$ cat config.mk
export PLATFORM = sky130hd
export DESIGN_NAME = pcm_serial_rx
export DESIGN_NICKNAME = d
export VERILOG_FILES = /design/src/rtl/pcmrx_pkg.sv /design/src/rtl/pcmrx_wclk_track.sv /design/src/rtl/pcmrx_shifter.sv /design/src/rtl/pcmrx_pair_out.sv /design/src/rtl/pcm_serial_rx.sv
export SDC_FILE = /design/constraint.sdc
export NUM_CORES = 1
export LEC_CHECK = 0
export BUFFER_PORTS_ARGS = -buffer_cell sky130_fd_sc_hd__buf_2
export CAP_MARGIN = 20
export CORE_ASPECT_RATIO = 0.75
export CORE_MARGIN = 2
export CORE_UTILIZATION = 40
export CTS_CLUSTER_DIAMETER = 40
export DETAILED_ROUTE_END_ITERATION = 12
export SLEW_MARGIN = 15
export SYNTH_ARGS = -nofsm -noshare
export SYNTH_HDL_FRONTEND = slang
export SYNTH_SLANG_ARGS = --single-unit
$ cat constraint.sdc
create_clock -name bclk -period 2.71 [get_ports bclk]
set_clock_uncertainty 0.2 [all_clocks]
set_input_delay 0 -clock bclk [delete_from_list [all_inputs] [get_ports bclk]]
set_output_delay 0 -clock bclk [all_outputs]
set_load 0.005 [all_outputs]
$ cat src/rtl/pcmrx_pkg.sv
// Shared types for the serial PCM receiver.
// Assumes: nothing beyond standard SystemVerilog.
package pcmrx_pkg;

    // Framing selected by the format input
    typedef enum logic {
        FMT_RIGHT = 1'b0,
        FMT_I2S   = 1'b1
    } fmt_t;

    // Word-capture event handed from the shifter to the pair stage
    typedef struct packed {
        logic fire;
        logic is_left;
    } cap_ev_t;

endpackage

$ cat src/rtl/pcmrx_wclk_track.sv
// Tracks the word clock: finds transitions and records whether alignment
// has been set by a first transition since reset.
// Assumes: wclk is sampled directly on the rising bit-clock edge.
module pcmrx_wclk_track (
    input  logic bclk,
    input  logic rst_n,
    input  logic wclk,
    output logic wclk_q,
    output logic wclk_edge,
    output logic aligned
);

    logic started;

    // A transition counts only once a reference value has been taken
    always_comb wclk_edge = started && (wclk != wclk_q);

    // Keep the previous word-clock value and the alignment flags
    always_ff @(posedge bclk) begin
        if (!rst_n) begin
            started <= 1'b0;
            wclk_q  <= 1'b0;
            aligned <= 1'b0;
        end else begin
            started <= 1'b1;
            wclk_q  <= wclk;
            if (wclk_edge)
                aligned <= 1'b1;
        end
    end

endmodule

$ cat src/rtl/pcmrx_shifter.sv
// Shifts serial data in and decides when a complete word is present.
// Right-aligned: the word is the shift register contents at a transition.
// I2S: the word is complete on slot W after a transition (slot 0 is the
// delay bit). In packed frames that slot coincides with the next transition.
// Assumes: the format input is static while a stream runs.
module pcmrx_shifter
    import pcmrx_pkg::*;
#(
    parameter int W = 16
) (
    input  logic         bclk,
    input  logic         rst_n,
    input  logic         sdata,
    input  fmt_t         fmt,
    input  logic         wclk_q,
    input  logic         wclk_edge,
    input  logic         aligned,
    output cap_ev_t      ev,
    output logic [W-1:0] word
);

    localparam int CW = $clog2(W + 1);
    localparam logic [CW-1:0] SLOT_SAT  = CW'(W);
    localparam logic [CW-1:0] SLOT_LAST = CW'(W - 1);

    logic [W-1:0]  shreg;
    logic [CW-1:0] slot;

    // Shift every bit in; count slots since the last transition, saturating
    always_ff @(posedge bclk) begin
        if (!rst_n) begin
            shreg <= '0;
            slot  <= SLOT_SAT;
        end else begin
            shreg <= {shreg[W-2:0], sdata};
            if (wclk_edge)
                slot <= '0;
            else if (slot != SLOT_SAT)
                slot <= slot + 1'b1;
        end
    end

    // Pick the capture rule and the channel for the selected framing
    generate
        if (W > 1) begin : g_capture
            always_comb begin
                if (fmt == FMT_I2S) begin
                    ev.fire    = (slot == SLOT_LAST);
                    ev.is_left = !wclk_q;
                    word       = {shreg[W-2:0], sdata};
                end else begin
                    ev.fire    = wclk_edge && aligned;
                    ev.is_left = wclk_q;
                    word       = shreg;
                end
            end
        end
    endgenerate

endmodule

$ cat src/rtl/pcmrx_pair_out.sv
// Holds the left word until its right partner arrives, then presents both
// on registered outputs with a one-cycle strobe. Mute zeroes the outputs.
// Assumes: the left word of a frame always precedes its right word.
module pcmrx_pair_out
    import pcmrx_pkg::*;
#(
    parameter int W = 16
) (
    input  logic         bclk,
    input  logic         rst_n,
    input  cap_ev_t      ev,
    input  logic [W-1:0] word,
    input  logic         mute,
    output logic [W-1:0] left_pcm,
    output logic [W-1:0] right_pcm,
    output logic         frame_valid
);

    logic [W-1:0] left_hold;

    // Park the left word until the frame completes
    always_ff @(posedge bclk) begin
        if (!rst_n)
            left_hold <= '0;
        else if (ev.fire && ev.is_left)
            left_hold <= word;
    end

    // Present a finished pair, or clear the outputs while muted
    always_ff @(posedge bclk) begin
        if (!rst_n) begin
            left_pcm    <= '0;
            right_pcm   <= '0;
            frame_valid <= 1'b0;
        end else begin
            frame_valid <= ev.fire && !ev.is_left;
            if (ev.fire && !ev.is_left) begin
                left_pcm  <= mute ? '0 : left_hold;
                right_pcm <= mute ? '0 : word;
            end else if (mute) begin
                left_pcm  <= '0;
                right_pcm <= '0;
            end
        end
    end

endmodule

$ cat src/rtl/pcm_serial_rx.sv
// Top level of the dual-format serial PCM receiver, clocked by the bit clock.
// Assumes: fmt_i2s is static during a stream; each half carries at least
// SAMPLE_W bit clocks.
module pcm_serial_rx
    import pcmrx_pkg::*;
#(
    parameter int SAMPLE_W = 16
) (
    input  logic                bclk,
    input  logic                rst_n,
    input  logic                wclk,
    input  logic                sdata,
    input  logic                fmt_i2s,
    input  logic                mute,
    output logic [SAMPLE_W-1:0] left_pcm,
    output logic [SAMPLE_W-1:0] right_pcm,
    output logic                frame_valid
);

    logic                wclk_q;
    logic                wclk_edge;
    logic                aligned;
    cap_ev_t             ev;
    logic [SAMPLE_W-1:0] word;
    fmt_t                fmt;

    // Map the format pin onto the framing type
    always_comb fmt = fmt_t'(fmt_i2s);

    pcmrx_wclk_track u_track (
        .bclk      (bclk),
        .rst_n     (rst_n),
        .wclk      (wclk),
        .wclk_q    (wclk_q),
        .wclk_edge (wclk_edge),
        .aligned   (aligned)
    );

    pcmrx_shifter #(.W(SAMPLE_W)) u_shift (
        .bclk      (bclk),
        .rst_n     (rst_n),
        .sdata     (sdata),
        .fmt       (fmt),
        .wclk_q    (wclk_q),
        .wclk_edge (wclk_edge),
        .aligned   (aligned),
        .ev        (ev),
        .word      (word)
    );

    pcmrx_pair_out #(.W(SAMPLE_W)) u_pair (
        .bclk        (bclk),
        .rst_n       (rst_n),
        .ev          (ev),
        .word        (word),
        .mute        (mute),
        .left_pcm    (left_pcm),
        .right_pcm   (right_pcm),
        .frame_valid (frame_valid)
    );

endmodule

==> reports/metrics.yaml <==
synthFlopType: "dfxtp_1"
synth-adder-area-share_pct: 1.268
yosys-top-cells-count: "nand2_1, dfxtp_1, mux2i_1"
row_count: 27
maxCapViolations: 0
grt_pass1_wl_um: 8997
setup_violations: 0
ant_nets: 0
die-area_um2: 8112
crit_arrival_ns: 2.39
h-tree-depth: 3
critical_path_class: "in -> reg"
rrSetupSlack_ns: 0.55
cts_sinks: 73
fin_crit_ns: 2.308
synth-simple-area-share_pct: 18.85
async_flop_share_pct: 0
run_status: "completed"
clkTransAtPathRegs_ns: 0.08
drtIter0Drc: 74
clock_path_buffers: 2
drive_gt1_share_pct: 22.67
ys_top_cells_by_area: "dfxtp_1, mux2i_1, nand2_1"
synth_edf_count: 0
start_kind: "input pin"
viasPerCell: 4.517
grt-ovfl-total: 0
synth.most_common_cell: "nand2_1"
cp_data_required_time_ns: 2.79
fill_cells: 705
slew_violations: 0
vias: 2010
seq_area_um2: 1461
p_leak_uw: 0.001704
hold_path.class: "in -> reg"
ys_seq_elements: 73
clock_latency_ns: 0.35
multi_input_area_um2: 1385
yosys.area_share.xor_xnor_pct: 1.183
synth_top_family_by_area: "multiplexers"
wire_per_inst_um: 12.15
root_buffer: "clkbuf_8"
end_kind: "register"
start_util_pct: 40.76
fin_cells: 445
worst_pin_slew_ns: 1.017
synth_compound_area_share_pct: 2.578
antenna_found_initial: 0
synth.largest_area_cell: "dfxtp_1"
final_nets: 348
synth.avg_cell_area_um2: 9.868
area_delta_synth_final_pct: 18.09
cts_tree: "yes"
hold_viol: 0
globalplace.congestion: 0.7909
antenna_cells: 0
die_y_um: 78.50
ys.warnings.count: 0
cts_buffers: 9
die_width_um: 103.3
cp_max_fo: 29
p_per_area_nw_per_um2: 621.4
wl_um: 5406
rsz0062_at_grt: "no"
slew_headroom_pct: 32.00
grt_usage_pct: 14.58
max_freq_mhz: 433.2
drt_pass1_iterations: 4
hold_ws_ns: 0.2078
irDropWorstVdd_uv: 279.6
netlist_area_um2: 2960
synth_cell_types: 26
grt_pass1_vias: 1849
dp.cells: 424
fin_crit_sh_pct: 85.18
grt_max_degree: 55
io_buffers: 38
synth_cells: 300
p_total_uw: 2172
syn_nets: 309
synth_mux_area_share_pct: 22.65
ios: 39
seq_area_frac_synth_pct: 49.37
dp_hpwl_um: 3569
core_um2: 7263
synth_top_area_share_pct: 49.37
finalSetupTns_ns: 0
drc: 0
-- metrics by stage --
stage	setup WS, ns	utilization, %	instance area, um^2
finish	0.4016	48.13	3496
global route	0.1943	48.13	3496
CTS	0.3921	48.13	3496
detailed placement	0.5502	44.29	3217
global placement	0.6052	44.29	3217
floorplan	0.7996	-	2960
-- repair_timing --
| action | CTS | global route |
|---|---|---|
| resized for setup | 0 | 0 |
| buffers inserted | 0 | 0 |
| setup endpoints to repair | 0 | 0 |
| hold endpoints to repair | 21 | 0 |
| hold buffers | 5 | 0 |
-- logic make-up (layout without fill, tap and decap cells) --
logic type | after synthesis | count (layout)
adders and majority gates | 3 | 3
buffers and inverters | 22 | 66
DFF | 73 | 73
muxes | 65 | 65
AOI/OAI and AO/OA | 5 | 5
xor gates and xnor gates | 4 | 4
and+or+nand+nor | 128 | 128
-- critical path, stage by stage --
cell and delay [ns]:
dlygate4sd3_1 0.53, buf_2 0.14, nor2b_4 0.17, dlygate4sd3_1 1.25
nand2_1 0.12, mux2i_1 0.17
-- registers in the layout, summed over array words and instances, names as in the netlist --
register	cells
u_track.started	1
u_track.wclk_q	1
u_shift.shreg	16
u_track.aligned	1
u_pair.right_pcm	16
u_shift.slot	5
u_pair.left_pcm	16
u_pair.left_hold	16
u_pair.frame_valid	1
-- worst paths after layout --
check,startpoint,cells after the start,end
max,mute,6,u_pair.right_pcm[15]
min,fmt_i2s,4,u_pair.left_hold[7]
max reg2reg,u_shift.slot[0],6,u_pair.left_hold[3]
min reg2reg,u_pair.left_pcm[9],2,u_pair.left_pcm[9]
-- per-layer routing --
layer	track usage [%]	part of all wire [%]	vias to the layer above
met3	4.898	4.0	9
met5	0	0	-
met4	5.921	1.6	0
met1	21.13	54	914
li1	-	-	1051
met2	19.55	41	36
-- final cells by class --
cell class / count / area share, %
flip-flops and latches: 73 / 41.80
multi-input cells: 205 / 39.62
repair buffers: 47 / 8.089
clock buffers: 12 / 4.438
well taps: 101 / 3.615
clock inverters: 4 / 2.112
inverters: 3 / 0.3221
-- where the power goes --
group	internal [uW]	switching, uW	leakage, uW	total (uW)
combinational	48.7	65.4	0.000997	114
sequential	1080	8.96	0.000590	1090
clock	571	395	0.000117	966
total	1700	469	0.00170	2170
-- placed cells by master, fill, tap and decap left out, drive strengths merged, types with 2 or more instances in the layout --
| master | instances |
|---|---|
| xor2 | 2 |
| nor2 | 2 |
| inv | 4 |
| nor3 | 2 |
| mux2 | 16 |
| clkbuf | 12 |
| xnor2 | 2 |
| ha | 3 |
| nand2 | 97 |
| dfxtp | 73 |
| dlygate4sd3 | 5 |
| buf | 42 |
| and2 | 18 |
| mux2i | 49 |
| bufinv | 2 |
| nor2b | 5 |
Note: power is estimated with default switching activity, not from simulation.
